**config.mk**
```make
export PLATFORM = sky130hd
export DESIGN_NAME = supply_guard_seq
export DESIGN_NICKNAME = d
export VERILOG_FILES = /design/src/rtl/sgs_pkg.sv /design/src/rtl/sgs_hyst_cmp.sv /design/src/rtl/sgs_phase_timer.sv /design/src/rtl/supply_guard_seq.sv
export SDC_FILE = /design/constraint.sdc
export NUM_CORES = 1
export LEC_CHECK = 0
export ABC_AREA = 1
export BUFFER_PORTS_ARGS = -buffer_cell sky130_fd_sc_hd__buf_4
export CORE_ASPECT_RATIO = 1.75
export CORE_MARGIN = 2
export CORE_UTILIZATION = 53
export CTS_CLUSTER_SIZE = 12
export DETAILED_ROUTE_END_ITERATION = 7
export GPL_ROUTABILITY_DRIVEN = 0
export PLACE_DENSITY = 0.77
export SETUP_SLACK_MARGIN = 0.4
export SYNTH_ARGS = -nofsm -noshare
export SYNTH_HDL_FRONTEND = slang
export SYNTH_SLANG_ARGS = --single-unit
export TNS_END_PERCENT = 50
```
**constraint.sdc**
```tcl
create_clock -name clk -period 1.5 [get_ports clk]
set_input_delay 0.075 -clock clk [delete_from_list [all_inputs] [get_ports clk]]
set_output_delay 0.075 -clock clk [all_outputs]
set_load 0.005 [all_outputs]
```
**src/rtl/sgs_pkg.sv**
```systemverilog
package sgs_pkg;
  typedef enum logic [1:0] {
    PH_QUAL  = 2'd0,  // counting valid samples toward turn-on
    PH_START = 2'd1,  // switch allowed, counting toward flag release
    PH_OK    = 2'd2   // flag released
  } phase_t;

  function automatic int unsigned umax(input int unsigned a, input int unsigned b);
    return (a > b) ? a : b;
  endfunction
endpackage

```
**src/rtl/sgs_hyst_cmp.sv**
```systemverilog
module sgs_hyst_cmp #(
  parameter int unsigned W     = 16,
  parameter int unsigned TRIP  = 2950,
  parameter int unsigned HYST  = 60,
  parameter bit          UPPER = 1'b0
) (
  input  logic         clk,
  input  logic         rst,
  input  logic [W-1:0] smp,
  output logic         fault_nx,
  output logic         fault_q
);
  localparam logic [W-1:0] TRIP_V = W'(TRIP);
  localparam logic [W-1:0] REL_V  = UPPER ? W'(TRIP - HYST) : W'(TRIP + HYST);

  logic trip_hit, recov;

  generate
    if (UPPER) begin : g_over
      assign trip_hit = (smp >= TRIP_V);
      assign recov    = (smp <  REL_V);
    end else begin : g_under
      assign trip_hit = (smp <= TRIP_V);
      assign recov    = (smp >  REL_V);
    end
  endgenerate

  // fault memory: sticky until the release point is crossed
  assign fault_nx = fault_q ? ~recov : trip_hit;

  always_ff @(posedge clk) begin
    if (rst) fault_q <= 1'b1;
    else     fault_q <= fault_nx;
  end

  // leaving the fault state needs the hysteresis margin
  assert_release_margin_R6: assert property (@(posedge clk) disable iff (rst)
    $fell(fault_q) |-> (UPPER ? ($past(smp) < REL_V) : ($past(smp) > REL_V)));
endmodule

```
**src/rtl/sgs_phase_timer.sv**
```systemverilog
module sgs_phase_timer #(
  parameter int unsigned CNT_W = 8
) (
  input  logic             clk,
  input  logic             rst,
  input  logic             clr,
  input  logic             run,
  input  logic [CNT_W-1:0] lim,
  output logic             last
);
  logic [CNT_W-1:0] cnt_q;

  assign last = (cnt_q == lim - 1'b1);

  always_ff @(posedge clk) begin
    if (rst || clr)  cnt_q <= '0;
    else if (run)    cnt_q <= last ? '0 : cnt_q + 1'b1;
  end

  // count never passes the active limit
  assert_cnt_below_lim_R3: assert property (@(posedge clk) disable iff (rst)
    (cnt_q < lim));
endmodule

```
**src/rtl/supply_guard_seq.sv**
```systemverilog
module supply_guard_seq
  import sgs_pkg::*;
#(
  parameter int unsigned VIN_W          = 16,
  parameter int unsigned UV_TRIP_MV     = 2950,
  parameter int unsigned UV_HYST_MV     = 60,
  parameter int unsigned OV_TRIP_MV     = 6020,
  parameter int unsigned OV_HYST_MV     = 70,
  parameter int unsigned ON_DELAY_CYC   = 2000000,
  parameter int unsigned FLAG_DELAY_CYC = 2000000
) (
  input  logic             clk,
  input  logic             rst,
  input  logic [VIN_W-1:0] vin_mv,
  input  logic             shdn,
  output logic             gate_on,
  output logic             flag_ok
);
  localparam int unsigned CNT_W = $clog2(umax(ON_DELAY_CYC, FLAG_DELAY_CYC) + 1);
  localparam logic [CNT_W-1:0] ON_LIM   = CNT_W'(ON_DELAY_CYC);
  localparam logic [CNT_W-1:0] FLAG_LIM = CNT_W'(FLAG_DELAY_CYC);

  logic uv_nx, uv_q, ov_nx, ov_q, valid_nx;
  logic tmr_clr, tmr_last;
  logic [CNT_W-1:0] lim;
  phase_t ph_q;
  logic gate_q, flag_q;

  sgs_hyst_cmp #(.W(VIN_W), .TRIP(UV_TRIP_MV), .HYST(UV_HYST_MV), .UPPER(1'b0)) u_uv (
    .clk(clk), .rst(rst), .smp(vin_mv), .fault_nx(uv_nx), .fault_q(uv_q));

  sgs_hyst_cmp #(.W(VIN_W), .TRIP(OV_TRIP_MV), .HYST(OV_HYST_MV), .UPPER(1'b1)) u_ov (
    .clk(clk), .rst(rst), .smp(vin_mv), .fault_nx(ov_nx), .fault_q(ov_q));

  // validity of the sample taken at this edge
  assign valid_nx = ~uv_nx & ~ov_nx;

  // one counter serves both delays; the phase picks the limit
  assign lim     = (ph_q == PH_QUAL) ? ON_LIM : FLAG_LIM;
  assign tmr_clr = ~valid_nx | (ph_q == PH_OK);

  sgs_phase_timer #(.CNT_W(CNT_W)) u_tmr (
    .clk(clk), .rst(rst), .clr(tmr_clr), .run(valid_nx), .lim(lim), .last(tmr_last));

  always_ff @(posedge clk) begin
    if (rst || !valid_nx) begin
      ph_q   <= PH_QUAL;
      gate_q <= 1'b0;
      flag_q <= 1'b0;
    end else begin
      case (ph_q)
        PH_QUAL: begin
          if (tmr_last) begin
            ph_q   <= PH_START;
            gate_q <= ~shdn;
          end
        end
        PH_START: begin
          gate_q <= ~shdn;
          if (tmr_last) begin
            ph_q   <= PH_OK;
            flag_q <= 1'b1;
          end
        end
        PH_OK: begin
          gate_q <= ~shdn;
          flag_q <= 1'b1;
        end
        default: ph_q <= PH_QUAL;
      endcase
    end
  end

  assign gate_on = gate_q;
  assign flag_ok = flag_q;

  // closed switch implies both memories report a healthy input
  assert_gate_in_window_R1: assert property (@(posedge clk) disable iff (rst)
    gate_on |-> (~uv_q & ~ov_q));

  // a fault sample leaves switch open and flag low after its edge
  assert_fault_cut_R2: assert property (@(posedge clk) disable iff (rst)
    !valid_nx |=> (!gate_on && !flag_ok));

  // shutdown opens the switch at the next edge
  assert_shdn_open_R5: assert property (@(posedge clk) disable iff (rst)
    shdn |=> !gate_on);

  // flag is released only out of the flag-delay phase
  assert_flag_after_start_R4: assert property (@(posedge clk) disable iff (rst)
    $rose(flag_ok) |-> ($past(ph_q) == PH_START));

  // high memory releases only below the hysteresis point
  assert_ov_release_R7: assert property (@(posedge clk) disable iff (rst)
    $fell(ov_q) |-> ($past(vin_mv) < VIN_W'(OV_TRIP_MV - OV_HYST_MV)));
endmodule

```
==> qor.csv <==
metric,value,unit
outcome,finished clean,
hold path depth,3,
core region area,3560,um^2
critical path data arrival time,1670,ps
Ports,21,
most frequent CP cell,nor2_4,
FF-to-FF Start,u_tmr.cnt_q[0]$_SDFFE_PP0N_,
Worst Path Buf+Inv,2,
register area share after synthesis,27.8,%
dpl cells,384,
Worst path depth,9,
Detailed Place HPWL,3.70,mm
Least-Margin Pin Slew,252,ps
share of layout cells above drive strength 1,36.5,%
CTS Buf Count,3,
Reg2Reg Depth,9,
Synth Area in Compound Gates,6.05,%
grt total ovfl,0,
clock buffer depth,2,
initial antenna violation count,0,
Die W,49.8,um
ys async rst share,0,%
max_cap viols,0,
drt wl/cell,12.8,um
clk sink count,27,
"top cells by area, synth","dfxtp_1 (28%), nor2_1 (14%), nand2_1 (13%)",
Yosys warnings,0,
Post-synth EDFFs,0,
mean post-synth cell area,6.34,um^2
I/O Buffers,20,
final cell count without fillers,402,
CP Class,reg -> reg,
Synth Area in Adders,2.57,%
part of the power in combinational logic,15.8,%
Worst VDD drop,0.559,mV
WP data required,1670,ps
Residual DRC,0,
"top cells by count, synth","nor2_1 (70), nand2_1 (65), inv_1 (42), dfxtp_1 (27), nand3_1 (19)",
Worst Setup Start Kind,register,
GRT busiest layer,met2,
Clk pwr share,29.8,%
CTS root buffer,clkbuf_8,
hold_buf cts,0,
std cell rows,29,
Tot Pwr,1.37,mW
Multi-input gate area,1380,um^2
dominant synthesized flop cell,dfxtp_1,
Crit path largest cell delay,370,ps
mux cell area share after synthesis,0,%
"area leader, netlist",dfxtp_1,
Skew-Pair Late Insertion Delay,270,ps
pwr dens,528,nW/um^2
Layout Nets,380,
number of H-tree levels,1,
largest net degree at the start of global routing,19,
leakage,1.19,nW
drt first pass iters,4,
NetSw,0.363,mW
final setup violating endpoints,0,
min-delay src,rst,
Setup Skew,5.63,ps
post-route minimum period,1500,ps
DRT iter0 DRCs,83,
Mapped Area,1950,um^2
Post-Synth XOR/XNOR Area,4.50,%
Worst path slowest cell,dfxtp_4,
hold endpoint,u_ov.fault_q$_SDFF_PP1_,
Area Overhead vs Synth,33.6,%
"wirelength, routed",5.15,mm
largest family of logic cells by synthesized area,simple AND/OR/NAND/NOR gates,
Sw Share,26.5,%
GR Util met1,24.1,%
CP Cell Sequence,ha_4 -> nand3_4 -> nor2_4 -> buf_6 -> nand4_1 -> inv_2 -> nor2_1 -> nor2_2 -> nor2_4,
vias in the first global route,1927,
Hold Crit Class,in -> reg,
Seq pwr share,54.5,%
P_int,1.01,mW
RR Endpoint,u_tmr.cnt_q[20]$_SDFFE_PP0N_,
Final Slew Violations,0,
CTS tree,done,
FF+latch area,574,um^2
"Net Count, Synth",330,
GR met2 Demand/Resource,49.0,%
unrepaired setup endpoints after global routing,yes,
Detail Route Antenna Nets,0,
Synth top area share,27.8,%
"Reg clk slew, reported paths",90,ps
Tot GR Track Use,24.7,%
Crit. End Element,register,
fmax,0.668,GHz
number of fill cells,303,
starting density of the core,54.7,%
Die Area,4190,um^2
Die Y,84.2,um
synthesized flop and latch total,27,
Simple-Gate Fraction of Synth Area,48.5,%
DR vias,2078,
cell with the most instances after synthesis,nor2_1,
Mapped Cells,307,
vias per inst,5.17,
Inserted Diodes,0,
CP Max Fanout,6,
Relative slew margins,83.1,%
final period utilization,99.9,%
Synth cell types,30,
GR Util met3,2.31,%
first-pass GRT wire length,8.02,mm
Hold Fails Final Rpt,0,
Top delay family on crit path,simple AND/OR/NAND/NOR gates,
R2R Setup Slk,2,ps
## sequential cells by signal (all words and copies together), names as in the netlist
register and cells:
u_tmr.cnt_q 21, ph_q 2, u_uv.fault_q 1, gate_on 1, u_ov.fault_q 1, flag_ok 1
## per-layer routing
| metal | part of all wire [%] | up-vias |
|---|---|---|
| met4 | 5.7 | 0 |
| li1 | - | 1044 |
| met3 | 2.8 | 25 |
| met5 | 0 | - |
| met2 | 57 | 56 |
| met1 | 34 | 953 |
## layout by cell type (no fill, tap or decap), types with 9 or more instances in the layout
master	n
dfxtp_2	9
nor2_2	17
nand3_1	16
nor2_1	59
inv_1	38
buf_4	43
nand2_1	58
a21oi_1	10
nand2_2	10
dfxtp_1	12
## layout make-up
type | count | share of cell area, %
clock buffer | 4 | 1.73
inverter | 47 | 7.08
multi-input combinational | 231 | 53.0
sequential | 27 | 22.1
tap | 46 | 2.21
timing repair buffer | 47 | 13.9
## power by group through the flow
stage	sequential (mW)	clock (mW)	combinational (mW)
after floorplan	0.765	0	0.130
after global placement	0.769	0	0.193
after detailed placement	0.769	0	0.195
after CTS	0.748	0.426	0.201
after global routing	0.749	0.454	0.242
final	0.747	0.408	0.217
## through the flow
step                utilization [%]  worst slack, ps  TNS, ps  hold WS [ps]  instance area [um^2]
global route                   73.1            -82.9     -666          45.8                  2600
detailed placement             64.1            -16.8    -63.0           316                  2280
CTS                            68.0             47.0        0          27.8                  2420
floorplan                         -              136        0           168                  2000
finish                         73.1             2.05        0          31.3                  2600
global placement               64.1             8.41        0           314                  2280
## how the worst max path moves through the flow
stage / from / to / slack [ps]
2_1_floorplan: u_tmr.cnt_q[1]$_SDFFE_PP0N_ / u_tmr.cnt_q[19]$_SDFFE_PP0N_ / 140
3_3_place_gp: vin_mv[3] / u_tmr.cnt_q[1]$_SDFFE_PP0N_ / 8
3_5_place_dp: vin_mv[3] / u_tmr.cnt_q[1]$_SDFFE_PP0N_ / -20
4_1_cts: u_tmr.cnt_q[0]$_SDFFE_PP0N_ / u_tmr.cnt_q[16]$_SDFFE_PP0N_ / 50
5_1_grt: u_tmr.cnt_q[10]$_SDFFE_PP0N_ / u_tmr.cnt_q[20]$_SDFFE_PP0N_ / -80
6_report: u_tmr.cnt_q[0]$_SDFFE_PP0N_ / u_tmr.cnt_q[20]$_SDFFE_PP0N_ / 2
## timing repair
action | in CTS | in global routing
buffers inserted | 3 | 10
endpoints found under the setup margin | 25 | 25
resized for setup | 25 | 34
pin swaps | 13 | 29
gates cloned | 0 | 1
## worst min-delay path, delay by kind of cell
family        cells  cell delay (ps)
simple gates      1               50
buf+inv           2              160
## kinds of logic (layout without fill, tap and decap cells)
family / Yosys count / in the layout
simple gates: 195 / 195
buf+inv: 49 / 98
flops: 27 / 27
compound gates: 22 / 22
xor+xnor: 10 / 10
fa+ha+maj: 4 / 4
Power figures use the tool's default switching activity.
